==> config.mk <==
export PLATFORM = sky130hd
export DESIGN_NAME = rcg_issue_gate
export DESIGN_NICKNAME = d
export VERILOG_FILES = /design/src/rtl/rcg_pkg.sv /design/src/rtl/rcg_counter.sv /design/src/rtl/rcg_counters.sv /design/src/rtl/rcg_ctrl.sv /design/src/rtl/rcg_issue_gate.sv
export SDC_FILE = /design/constraint.sdc
export NUM_CORES = 1
export LEC_CHECK = 0
export ABC_AREA = 0
export BUFFER_PORTS_ARGS = -buffer_cell sky130_fd_sc_hd__buf_2
export CORE_MARGIN = 3
export CORE_UTILIZATION = 25
export CTS_BUF_LIST = sky130_fd_sc_hd__clkbuf_16
export DETAILED_ROUTE_END_ITERATION = 6
export PLACE_DENSITY = 0.49
export RECOVER_POWER = 50
export SLEW_MARGIN = 5
export SYNTH_ARGS = -nofsm -noshare
export SYNTH_HDL_FRONTEND = slang
export SYNTH_SLANG_ARGS = --single-unit
==> constraint.sdc <==
create_clock -name clk -period 2.8 [get_ports clk]
set_input_delay 0.56 -clock clk [delete_from_list [all_inputs] [get_ports clk]]
set_output_delay 0.56 -clock clk [all_outputs]
set_load 0.01 [all_outputs]
==> src/rtl/rcg_pkg.sv <==
package rcg_pkg;

  typedef enum logic [1:0] {
    KIND_READ  = 2'd0,
    KIND_WRITE = 2'd1,
    KIND_ACQ   = 2'd2,
    KIND_REL   = 2'd3
  } reqKind_e;

  // Strobes from control to the counter datapath
  typedef struct packed {
    logic incData;
    logic incAcq;
    logic incRel;
  } ctrlStrobe_t;

  // Counter flags returned to control
  typedef struct packed {
    logic dataZero;
    logic dataFull;
    logic acqZero;
    logic acqFull;
    logic relZero;
    logic relFull;
  } cntStatus_t;

  localparam int NUM_CLASSES = 3;
  localparam int IDX_DATA    = 0;
  localparam int IDX_ACQ     = 1;
  localparam int IDX_REL     = 2;

endpackage

==> src/rtl/rcg_counter.sv <==
module rcg_counter #(
  parameter int CNT_W = 4
) (
  input  logic clk,
  input  logic rstN,
  input  logic inc,
  input  logic dec,
  output logic zero,
  output logic full
);

  localparam logic [CNT_W-1:0] CNT_MAX = {CNT_W{1'b1}};

  logic [CNT_W-1:0] count;
  logic             decEff;

  assign decEff = dec && (count != '0);
  assign zero   = (count == '0);
  assign full   = (count == CNT_MAX);

  always_ff @(posedge clk) begin
    if (!rstN) begin
      count <= '0;
    end else if (inc && !decEff) begin
      count <= count + 1'b1;
    end else if (decEff && !inc) begin
      count <= count - 1'b1;
    end
  end

  AST_NO_OVERFLOW: assert property (@(posedge clk) disable iff (!rstN)
    (full && inc) |-> dec);

  AST_NO_UNDERFLOW: assert property (@(posedge clk) disable iff (!rstN)
    (zero && dec && !inc) |=> zero);

  AST_NET_HOLD: assert property (@(posedge clk) disable iff (!rstN)
    (inc && dec && !zero) |=> $stable(count));

endmodule

==> src/rtl/rcg_counters.sv <==
module rcg_counters
  import rcg_pkg::*;
#(
  parameter int CNT_W = 4
) (
  input  logic        clk,
  input  logic        rstN,
  input  ctrlStrobe_t strobe,
  input  logic        doneData,
  input  logic        doneAcq,
  input  logic        doneRel,
  output cntStatus_t  status
);

  logic [NUM_CLASSES-1:0] incVec;
  logic [NUM_CLASSES-1:0] decVec;
  logic [NUM_CLASSES-1:0] zeroVec;
  logic [NUM_CLASSES-1:0] fullVec;

  assign incVec[IDX_DATA] = strobe.incData;
  assign incVec[IDX_ACQ]  = strobe.incAcq;
  assign incVec[IDX_REL]  = strobe.incRel;
  assign decVec[IDX_DATA] = doneData;
  assign decVec[IDX_ACQ]  = doneAcq;
  assign decVec[IDX_REL]  = doneRel;

  for (genvar g = 0; g < NUM_CLASSES; g++) begin : gCnt
    rcg_counter #(.CNT_W(CNT_W)) u_cnt (
      .clk  (clk),
      .rstN (rstN),
      .inc  (incVec[g]),
      .dec  (decVec[g]),
      .zero (zeroVec[g]),
      .full (fullVec[g])
    );
  end

  assign status.dataZero = zeroVec[IDX_DATA];
  assign status.dataFull = fullVec[IDX_DATA];
  assign status.acqZero  = zeroVec[IDX_ACQ];
  assign status.acqFull  = fullVec[IDX_ACQ];
  assign status.relZero  = zeroVec[IDX_REL];
  assign status.relFull  = fullVec[IDX_REL];

  AST_DATA_AFTER_ACQ: assert property (@(posedge clk) disable iff (!rstN)
    strobe.incData |-> status.acqZero);

  AST_REL_AFTER_DATA: assert property (@(posedge clk) disable iff (!rstN)
    strobe.incRel |-> status.dataZero);

  AST_SYNC_FIFO: assert property (@(posedge clk) disable iff (!rstN)
    (strobe.incAcq || strobe.incRel) |-> (status.acqZero && status.relZero));

  AST_SYNC_SINGLE: assert property (@(posedge clk) disable iff (!rstN)
    !(!status.acqZero && !status.relZero));

endmodule

==> src/rtl/rcg_ctrl.sv <==
module rcg_ctrl
  import rcg_pkg::*;
(
  input  logic        clk,
  input  logic        rstN,
  input  logic        reqValid,
  input  logic [1:0]  reqKind,
  input  cntStatus_t  status,
  output logic        reqReady,
  output logic        issueStrobe,
  output ctrlStrobe_t strobe
);

  reqKind_e kind;
  logic     syncIdle;

  assign kind     = reqKind_e'(reqKind);
  assign syncIdle = status.acqZero && status.relZero;

  always_comb begin
    unique case (kind)
      KIND_READ, KIND_WRITE: reqReady = status.acqZero && !status.dataFull;
      KIND_ACQ:              reqReady = syncIdle && !status.acqFull;
      KIND_REL:              reqReady = syncIdle && status.dataZero && !status.relFull;
      default:               reqReady = 1'b0;
    endcase
  end

  assign issueStrobe = reqValid && reqReady;

  always_comb begin
    strobe         = '0;
    strobe.incData = issueStrobe && ((kind == KIND_READ) || (kind == KIND_WRITE));
    strobe.incAcq  = issueStrobe && (kind == KIND_ACQ);
    strobe.incRel  = issueStrobe && (kind == KIND_REL);
  end

  AST_STROBE_ONEHOT: assert property (@(posedge clk) disable iff (!rstN)
    $onehot0(strobe));

  AST_STROBE_NEEDS_VALID: assert property (@(posedge clk) disable iff (!rstN)
    (strobe != '0) |-> reqValid);

endmodule

==> src/rtl/rcg_issue_gate.sv <==
module rcg_issue_gate
  import rcg_pkg::*;
#(
  parameter int CNT_W = 4
) (
  input  logic       clk,
  input  logic       rstN,
  input  logic       reqValid,
  input  logic [1:0] reqKind,
  output logic       reqReady,
  output logic       issueStrobe,
  input  logic       doneData,
  input  logic       doneAcq,
  input  logic       doneRel
);

  ctrlStrobe_t strobe;
  cntStatus_t  status;

  rcg_ctrl u_ctrl (
    .clk         (clk),
    .rstN        (rstN),
    .reqValid    (reqValid),
    .reqKind     (reqKind),
    .status      (status),
    .reqReady    (reqReady),
    .issueStrobe (issueStrobe),
    .strobe      (strobe)
  );

  rcg_counters #(.CNT_W(CNT_W)) u_dp (
    .clk      (clk),
    .rstN     (rstN),
    .strobe   (strobe),
    .doneData (doneData),
    .doneAcq  (doneAcq),
    .doneRel  (doneRel),
    .status   (status)
  );

  AST_ISSUE_IS_HANDSHAKE: assert property (@(posedge clk) disable iff (!rstN)
    issueStrobe |-> (reqValid && reqReady));

endmodule

==> flow_metrics.env <==
export IMPL_path_clk_slew_ns=0.04
export IMPL_largest_reg_flops=12
export IMPL_htreeDepth=1
export IMPL_r2r_cells=10
export IMPL_whs_path_depth=2
export IMPL_final_common_cell="dfxtp_1"
export IMPL_hold_violations=0
export IMPL_largestRegisters="u_dp.gCnt.u_cnt.count: 12 flops"
export IMPL_cts_root_buf="clkbuf_16"
export IMPL_drive_above_1_share=0.194
export IMPL_p_leak_nw=0.433
export IMPL_ioPinCount=10
export IMPL_area_growth_pct=24.6
export IMPL_grt_max_degree=16
export IMPL_min_to="u_dp.gCnt[1].u_cnt.count[3]"
export IMPL_grt_pass1_wl_mm=2.80
export IMPL_setup_tns_ns=0
export IMPL_vias=674
export IMPL_holdWs_ns=0.483
export IMPL_worstPathMaxFanout=4
export IMPL_endpoint_kind="flip-flop"
export IMPL_ys_ff_latch=12
export IMPL_start_util=0.272
export IMPL_grt_pass1_vias=690
export IMPL_power_density_nw_per_um2=1330
export IMPL_arrival_ns=2.79
export IMPL_maxCapViolations=0
export IMPL_required_ns=2.96
export IMPL_clockBufferDepth=2
export IMPL_hold_path_startpoint="u_dp.gCnt[1].u_cnt.count[3]"
export IMPL_status="completed"
export IMPL_antenna_found_initial=0
export IMPL_grt_usage=0.0855
export IMPL_min_period_ns=2.63
export IMPL_slowest_delay_ns=0.53
export IMPL_synthMuxAreaShare=0.0694
export IMPL_postRouteAntennaNets=0
export IMPL_dr_first_iter_drc_count=24
export IMPL_ir_drop_v=0.000225
export IMPL_nFillCells=341
export IMPL_r2r_end="u_dp.gCnt[2].u_cnt.count[3]"
export IMPL_slew_viol_final=0
export IMPL_io_buffers=9
export IMPL_rr_startpoint="u_dp.gCnt[2].u_cnt.count[1]"
export IMPL_start_kind="flip-flop"
export IMPL_rrSetupSlack_ns=0.17
export IMPL_cts_hold_buf=0
export IMPL_synth_distinct_cells=26
export IMPL_crit_type="flip-flop to flip-flop"
export IMPL_routed_wl_mm=1.65
export IMPL_yosysSeqAreaShare=0.277
export IMPL_fin_nets=130
export IMPL_row_count=20
export IMPL_min_path_type="flip-flop to flip-flop"
export IMPL_worstMarginPinSlew_ns=0.301
export IMPL_period_share=0.940
export IMPL_synth_top_family_by_area="simple AND/OR/NAND/NOR gates"
export IMPL_fin_skew_ns=0.00466
export IMPL_crit_chain="or4_4, or3_4, nor3b_2, ha_1, inv_2, ha_4, a21oi_2, a211oi_1, a31oi_1, mux2i_1"
export IMPL_wl_per_cell_um=10.8
export IMPL_cts_sinks=12
export IMPL_grt_overflow=0
export IMPL_cts_setup_buffers=0
export IMPL_synth_fp_nets=117
export IMPL_dieArea_um2=4210
export IMPL_place_congestion=0.707
export IMPL_syn_inst=97
export IMPL_die_h_um=64.9
export IMPL_core_area_um2=3180
export IMPL_syn_area_um2=866
export IMPL_place_hpwl_mm=1.26
export IMPL_rsz0062_at_grt="false"
export IMPL_diodes=0
export IMPL_setup_viol=0
export IMPL_clock_fmax_mhz=380
export IMPL_regMostFlops="u_dp.gCnt.u_cnt.count"
export IMPL_dr_pass1_iters=4
export IMPL_synthAdderAreaFrac=0.199
export IMPL_die_x_um=64.9
export IMPL_slew_headroom=0.796
export IMPL_synthXorXnorAreaFrac=0.0607
export IMPL_crit_slowest_cell="or4_4"
export IMPL_vias_per_cell=4.43
export IMPL_ys_warn_count=0
export IMPL_yosys_area_share_simple=0.241
export IMPL_drc=0
export IMPL_syn_avg_cell_area_um2=8.93
export IMPL_synth_compound_area_share=0.117
export IMPL_clk_latency_ns=0.24
export IMPL_cts_tree="yes"
export IMPL_mostFrequentLayoutCells="12 x dfxtp_1, 9 x nand2_1, 7 x ha_1, 7 x buf_2"
export IMPL_finalPower_mw=1.44
export IMPL_cts_buffers=3
==> cell families after synthesis <==
kind of cell,after synthesis
compound gates,16
xor+xnor,6
fa+ha+maj,12
buf+inv,8
flops,12
mux,6
simple gates,37
==> power breakdown <==
part	switching, mW	internal [mW]
sequential	0.0910	0.254
combinational	0.394	0.440
clock	0.0711	0.186
==> stage by stage <==
stage | util | setup WS, ns | cells | cell area, µm²
floorplan | - | 0.159 | 97 | 866
global placement | 0.306 | 0.112 | 149 | 973
detailed placement | 0.306 | 0.0312 | 149 | 973
CTS | 0.330 | 0.0167 | 152 | 1050
global route | 0.339 | 0.0359 | 152 | 1080
finish | 0.339 | 0.169 | 152 | 1080
==> final cells by class <==
cell class	count	area, µm²	area share
Timing Repair Buffer	12	65.1	0.0603
Clock buffer	3	75.1	0.0696
Sequential cell	12	240	0.223
Inverter	4	15.0	0.0139
Multi-Input combinational cell	77	628	0.582
Tap cell	44	55.1	0.0510
==> how the worst max path moves through the flow <==
stage / end / cells after the start / slack, ns / from
6_report: u_dp.gCnt[2].u_cnt.count[3] / 10 / 0.17 / u_dp.gCnt[2].u_cnt.count[1]
5_1_grt: u_dp.gCnt[2].u_cnt.count[3] / 10 / 0.04 / u_dp.gCnt[2].u_cnt.count[1]
4_1_cts: u_dp.gCnt[2].u_cnt.count[3] / 10 / 0.02 / u_dp.gCnt[2].u_cnt.count[1]
3_5_place_dp: u_dp.gCnt[2].u_cnt.count[3] / 10 / 0.03 / u_dp.gCnt[2].u_cnt.count[1]
3_3_place_gp: u_dp.gCnt[2].u_cnt.count[3] / 10 / 0.11 / u_dp.gCnt[2].u_cnt.count[1]
2_1_floorplan: u_dp.gCnt[2].u_cnt.count[3] / 10 / 0.16 / u_dp.gCnt[2].u_cnt.count[0]
==> cells in the mapped netlist <==
cell	number	area, µm²
nor3b_2	1	12.5
nor3b_1	1	7.51
dfxtp_1	12	240
or4_4	1	11.3
xnor2_1	6	52.6
ha_1	9	113
nand2_1	9	33.8
or3_4	1	11.3
o41a_1	1	11.3
or4_1	1	7.51
nor2_1	6	22.5
fa_1	3	60.1
o21ai_0	5	25.0
nor4_1	1	6.26
and2_1	6	37.5
nand3_1	3	15.0
clkbuf_1	4	15.0
a21oi_1	3	15.0
a211oi_1	3	22.5
inv_1	4	15.0
nor2b_1	3	18.8
nand2b_1	3	18.8
mux2i_1	6	60.1
o41ai_1	1	8.76
nand4_1	1	6.26
a31oi_1	3	18.8
==> worst max-delay path, delay by kind of cell, from the launching register on <==
kind	cells	cell delay [ns]
AO/OA/AOI/OAI	3	0.44
AND/OR/NAND/NOR	3	1.04
adder cells (fa/ha/maj)	2	0.46
multiplexers	1	0.21
buffers and inverters	1	0.08
flip-flops	1	0.34
==> layer usage <==
layer  vias up  track usage  part of all wire
met5         -            0                 0
met4         0       0.0554             0.029
met3         5       0.0156             0.052
met2        19        0.140              0.44
met1       287        0.101              0.48
li1        363            -                 -
==> timing repair <==
item,CTS,global route
setup endpoints to repair,0,2
endpoints found under the hold margin,0,0
resized for setup,0,5
Note: power is estimated with default switching activity, not from simulation.
